`src/rtl/frame_lock_pkg.sv`:
```
package frame_lock_pkg;

  typedef enum logic {
    ST_SEEK = 1'b0,
    ST_HOLD = 1'b1
  } lock_st_t;

  // Masked equality over the low len bits of two words.
  function automatic logic pattern_eq(input logic [31:0] win,
                                      input logic [31:0] pat,
                                      input int unsigned len);
    logic [31:0] m;
    m = (len >= 32) ? 32'hFFFF_FFFF : ((32'd1 << len) - 32'd1);
    return ((win ^ pat) & m) == 32'd0;
  endfunction

  // True when a modulo counter sits on its last value.
  function automatic logic at_wrap(input int unsigned cnt,
                                   input int unsigned period);
    return cnt == period - 1;
  endfunction

  // True when one more miss reaches the limit.
  function automatic logic miss_final(input int unsigned miss,
                                      input int unsigned limit);
    return miss + 1 >= limit;
  endfunction

endpackage

```
`src/rtl/fl_marker_window.sv`:
```
module fl_marker_window #(
  parameter int unsigned MARK_LEN = 7,
  parameter logic [MARK_LEN-1:0] MARKER = 7'b1110010
) (
  input  logic clk,
  input  logic rst,
  input  logic bit_vld,
  input  logic bit_in,
  output logic hit_o
);
  import frame_lock_pkg::*;

  logic [MARK_LEN-1:0] win_q;
  logic [MARK_LEN-1:0] win_d;

  // Oldest bit ends up in the MSB, matching the marker's first symbol.
  assign win_d = {win_q[MARK_LEN-2:0], bit_in};
  assign hit_o = bit_vld && pattern_eq(32'(win_d), 32'(MARKER), MARK_LEN);

  always_ff @(posedge clk) begin
    if (rst)          win_q <= '0;
    else if (bit_vld) win_q <= win_d;
  end
endmodule

```
`src/rtl/fl_frame_timer.sv`:
```
module fl_frame_timer #(
  parameter int unsigned FRAME_LEN = 39
) (
  input  logic clk,
  input  logic rst,
  input  logic bit_vld,
  input  logic rephase_i,
  output logic tick_o
);
  import frame_lock_pkg::*;

  localparam int unsigned CW = $clog2(FRAME_LEN);

  logic [CW-1:0] cnt_q;

  assign tick_o = bit_vld && at_wrap(32'(cnt_q), FRAME_LEN);

  always_ff @(posedge clk) begin
    if (rst) begin
      cnt_q <= '0;
    end else if (bit_vld) begin
      if (rephase_i || tick_o) cnt_q <= '0;
      else                     cnt_q <= cnt_q + CW'(1);
    end
  end
endmodule

```
`src/rtl/fl_lock_ctrl.sv`:
```
module fl_lock_ctrl #(
  parameter int unsigned MISS_LIMIT = 5,
  localparam int unsigned MW = $clog2(MISS_LIMIT + 1)
) (
  input  logic          clk,
  input  logic          rst,
  input  logic          bit_vld,
  input  logic          hit_i,
  input  logic          tick_i,
  output logic          rephase_o,
  output logic          fire_o,
  output logic          locked_o,
  output logic [MW-1:0] miss_o
);
  import frame_lock_pkg::*;

  lock_st_t      st_q, st_d;
  logic [MW-1:0] miss_q, miss_d;

  always_comb begin
    st_d      = st_q;
    miss_d    = miss_q;
    fire_o    = 1'b0;
    rephase_o = 1'b0;
    if (bit_vld) begin
      unique case (st_q)
        ST_SEEK: begin
          if (hit_i) begin
            st_d      = ST_HOLD;
            miss_d    = '0;
            fire_o    = 1'b1;
            rephase_o = 1'b1;
          end
        end
        ST_HOLD: begin
          if (hit_i) miss_d = '0;
          if (tick_i) begin
            if (hit_i) begin
              fire_o = 1'b1;
            end else if (miss_final(32'(miss_q), MISS_LIMIT)) begin
              st_d   = ST_SEEK;
              miss_d = '0;
            end else begin
              miss_d = miss_q + MW'(1);
              fire_o = 1'b1;
            end
          end
        end
        default: st_d = ST_SEEK;
      endcase
    end
  end

  always_ff @(posedge clk) begin
    if (rst) begin
      st_q   <= ST_SEEK;
      miss_q <= '0;
    end else begin
      st_q   <= st_d;
      miss_q <= miss_d;
    end
  end

  assign locked_o = (st_q == ST_HOLD);
  assign miss_o   = miss_q;
endmodule

```
`src/rtl/frame_lock_top.sv`:
```
module frame_lock_top #(
  parameter int unsigned MARK_LEN   = 7,
  parameter logic [MARK_LEN-1:0] MARKER = 7'b1110010,
  parameter int unsigned FRAME_LEN  = 39,
  parameter int unsigned MISS_LIMIT = 5
) (
  input  logic clk,
  input  logic rst,
  input  logic bit_vld,
  input  logic bit_in,
  output logic fsync_o,
  output logic locked_o,
  output logic mark_o
);
  localparam int unsigned MW = $clog2(MISS_LIMIT + 1);

  // Internal events, named for the bound checker.
  logic          hit_w;
  logic          tick_w;
  logic          rephase_w;
  logic          fire_w;
  logic [MW-1:0] miss_w;

  fl_marker_window #(.MARK_LEN(MARK_LEN), .MARKER(MARKER)) i_window (
    .clk(clk), .rst(rst), .bit_vld(bit_vld), .bit_in(bit_in), .hit_o(hit_w)
  );

  fl_frame_timer #(.FRAME_LEN(FRAME_LEN)) i_timer (
    .clk(clk), .rst(rst), .bit_vld(bit_vld), .rephase_i(rephase_w),
    .tick_o(tick_w)
  );

  fl_lock_ctrl #(.MISS_LIMIT(MISS_LIMIT)) i_ctrl (
    .clk(clk), .rst(rst), .bit_vld(bit_vld), .hit_i(hit_w), .tick_i(tick_w),
    .rephase_o(rephase_w), .fire_o(fire_w), .locked_o(locked_o),
    .miss_o(miss_w)
  );

  always_ff @(posedge clk) begin
    if (rst) begin
      fsync_o <= 1'b0;
      mark_o  <= 1'b0;
    end else begin
      fsync_o <= fire_w;
      mark_o  <= hit_w;
    end
  end
endmodule

```
`config.mk`:
```
export PLATFORM = sky130hd
export DESIGN_NAME = frame_lock_top
export DESIGN_NICKNAME = d
export VERILOG_FILES = /design/src/rtl/frame_lock_pkg.sv /design/src/rtl/fl_marker_window.sv /design/src/rtl/fl_frame_timer.sv /design/src/rtl/fl_lock_ctrl.sv /design/src/rtl/frame_lock_top.sv
export SDC_FILE = /design/constraint.sdc
export NUM_CORES = 1
export LEC_CHECK = 0
export ABC_AREA = 1
export CAP_MARGIN = 20
export CORE_ASPECT_RATIO = 0.75
export CORE_UTILIZATION = 40
export DETAILED_ROUTE_END_ITERATION = 10
export PLACE_DENSITY_LB_ADDON = 0.08
export SLEW_MARGIN = 5
export SYNTH_ARGS = -nofsm -noshare
export SYNTH_HDL_FRONTEND = slang
export SYNTH_HIERARCHICAL = 1
export SYNTH_SLANG_ARGS = --single-unit
```
`constraint.sdc`:
```
create_clock -name clk -period 1.75 [get_ports clk]
set_clock_uncertainty 0.15 [all_clocks]
set_input_delay 0.2625 -clock clk [delete_from_list [all_inputs] [get_ports clk]]
set_output_delay 0.2625 -clock clk [all_outputs]
set_load 0.1 [all_outputs]
```
==> results of run 1 <==
-- critical path, cell delays in order, from the launching register on --
cell and delay, ns:
dfxtp_1 0.34, inv_1 0.07, ha_1 0.15, inv_1 0.04, nor2_1 0.10, nand3_2 0.10, inv_1 0.11, nand3_2 0.12
a21oi_1 0.17, inv_1 0.05, nor2_1 0.09
-- area by class of cell --
cell class | count | area, um^2
multi-input cells | 91 | 443
fillers | 213 | 945
well taps | 24 | 30.0
flip-flops and latches | 18 | 362
inverters | 29 | 109
clock buffers | 4 | 36.3
repair buffers | 15 | 160
-- final timing paths --
kind | startpoint | endpoint | slack (ns) | depth (start not counted)
setup / recovery | i_timer/cnt_q[0] | fsync_o | 0.21 | 10
hold reg to reg | i_window/win_q[3] | i_window/win_q[3] | 0.34 | 2
hold / removal | bit_vld | i_window/win_q[1] | 0.27 | 4
setup reg to reg | i_timer/cnt_q[0] | fsync_o | 0.21 | 10
-- metal layers --
layer	share of wire (%)	global-route usage [%]
met5	0	0
met4	0.78	4.39
met3	3.4	6.27
met2	44	24.0
met1	51	22.5
-- power groups by stage --
stage / Clock, uW / Combinational (uW) / Sequential [uW]
after floorplan: 0 / 39.6 / 441
after global placement: 0 / 74.9 / 443
after detailed placement: 0 / 75.3 / 444
after CTS: 266 / 75.8 / 434
after global routing: 283 / 87.7 / 436
final: 252 / 74.8 / 434
-- flip-flops by register name, indices dropped and copies added, names as in the netlist --
name / cells
mark_o: 1
fsync_o: 1
i_timer/cnt_q: 6
i_ctrl/locked_o: 1
i_ctrl/miss_o: 3
i_window/win_q: 6
-- kinds of logic after synthesis --
group                      Yosys count
AOI/OAI and AO/OA                   12
xor gates and xnor gates             3
adders and majority gates            4
buffers and inverters               29
DFF                                 18
and+or+nand+nor                     72
-- per-stage QoR --
| stage | hold WS, ns | std cells | TNS, ns | util [%] |
|---|---|---|---|---|
| final | 0.268 | 181 | 0 | 54.7 |
| after global routing | 0.304 | 181 | 0 | 54.7 |
| after CTS | 0.344 | 181 | 0 | 54.5 |
| after detailed placement | 0.329 | 177 | -1.62 | 52.8 |
| after global placement | 0.331 | 177 | -1.15 | 52.8 |
| after floorplan | 0.182 | 138 | 0 | - |
-- placed cells by master (no fill, tap or decap) --
cell             Yosys  routed
inv_1               28      28
nor2_1              32      32
nand2_2              1       1
nand3_1              3       3
clkbuf_4             0       3
nand4_1              3       3
nand3_2              2       2
inv_2                1       1
o21ai_0              9       9
ha_1                 4       4
dfxtp_2              0       1
nor2_2               4       4
clkbuf_8             0       1
buf_4                0       9
xnor2_1              1       1
xor2_1               2       2
a21oi_1              3       3
dfxtp_1             18      17
clkdlybuf4s50_1      0       2
dlymetal6s2s_1       0       1
buf_12               0       3
nand2_1             27      27
-- timing repair --
item | in CTS | in global routing
buffers inserted | 0 | 0
gates resized for setup | 0 | 2
endpoints found under the setup margin | 0 | 5
==> results.py, run 1 <==
metrics = {
    "synthesis": {
        "ys_types": 15,
        "syn_nets": 146,
        "synth_compound_area_share_pct": 6.58,
        "synthXorXnorAreaFrac_pct": 2.88,
        "synth_top_family_by_area": "simple AND/OR/NAND/NOR gates",
        "async_flop_share_pct": 0,
        "syn-cell-area_um2": 912,
        "synth_top_area_share_pct": 39.5,
        "seq_area_frac_synth_pct": 39.5,
        "synth_area_per_cell_um2": 6.61,
        "yosys_register_bits": 18,
        "synth_simple_gate_area_share_pct": 33.6,
        "synth_mux_area_share_pct": 0,
        "synth_common_cells": "nor2_1, inv_1, nand2_1",
        "synth_cells": 138,
        "synthAdderAreaFrac_pct": 5.49,
        "synth_edf_count": 0,
        "synth.largest_area_cell": "dfxtp_1",
        "synthFlopType": "dfxtp_1",
        "yosys-top-cells-area": "dfxtp_1, nor2_1, inv_1, nand2_1, ha_1",
        "synth_most_common_cell": "nor2_1",
        "yosys_warnings": 6,
    },
    "setup_path": {
        "startpoint_type": "flop",
        "cp.required_ns": 1.83,
        "arrival_ns": 1.62,
        "end_kind": "flop",
        "crit_type": "flop to flop",
        "crit_path_max_fanout": 4,
    },
    "routing": {
        "remaining_drc_errors": 0,
        "drt-pass1-iter-count": 4,
        "num_vias": 805,
        "viasPerCell": 4.45,
        "wl_per_cell_um": 9.15,
        "drt_iter0_markers": 46,
        "ant_nets": 0,
        "drt_wl_total_um": 1660,
    },
    "sta": {
        "slew-limit-headroom_pct": 81.0,
        "period_needed_ns": 1.54,
        "setup_slack_ns": 0.206,
        "finalHoldViolations": 0,
        "rsz0062_at_grt": "false",
        "setup_viol": 0,
        "finalCritPeriodShare_pct": 88.2,
        "slew_violations": 0,
        "max_freq_mhz": 648,
        "worstMarginPinSlew_ns": 0.285,
    },
    "pwr": {
        "p_leak_uw": 0.000567,
        "p_int_uw": 585,
        "power_density_nw_per_um2": 668,
        "swShare_pct": 23.2,
        "p_sw_uw": 176,
        "max-vdd-ir-drop_v": 0.000425,
        "total_power_uw": 761,
        "pwr-share-comb_pct": 9.8,
        "p_seq_share_pct": 57.0,
        "clockPowerShare_pct": 33.1,
    },
    "cells_and_area": {
        "nNetsFinal": 166,
        "area_growth_pct": 25.0,
        "antenna_cells": 0,
        "design_area_um2": 1140,
        "drive_above_1_share_pct": 15.9,
    },
    "clock_tree": {
        "clock_path_buffers": 2,
        "clk_latency_ns": 0.29,
        "cts.sinks": 18,
        "path_clk_slew_ns": 0.10,
        "htreeDepth": 1,
        "cts-root-buf": "clkbuf_4",
        "cts_made_buffers": 3,
        "hold_buffers": 0,
        "cts_tree": "done",
    },
    "floorplan": {
        "start_util_pct": 43.8,
        "std_cell_rows": 14,
        "die_x_um": 57.1,
        "dieArea_um2": 2480,
        "ios": 7,
        "coreArea_um2": 2080,
        "die_y_um": 43.4,
    },
    "global_route": {
        "grt_remaining_overflow": 0,
        "grt_pass1_wl_um": 2990,
        "antenna_found_initial": 0,
        "grt_pass1_vias": 699,
        "grt_max_degree": 11,
        "grt_use_total_pct": 16.3,
    },
    "place": {
        "placed_area_um2": 1100,
        "hpwl_um": 1350,
        "dpl_worst_slack_ns": -0.190,
        "gp_congestion": 0.840,
        "portBuffers": 6,
    },
    "worst_hold_path": {
        "hold_class": "primary input to flop",
    },
    "outcome": {
        "status": "finished, final reports clean",
    },
    "flow_run": {
        "maxCapViolCount": 0,
    },
}
No activity file was read; power rests on OpenSTA's default activity.
==> inputs of run 2 (changes only) <==
Settings changed: GPL_ROUTABILITY_DRIVEN set to 0.
==> results of run 2 <==
Same layout as run 1: the final DEF is identical, and so are final timing and power.
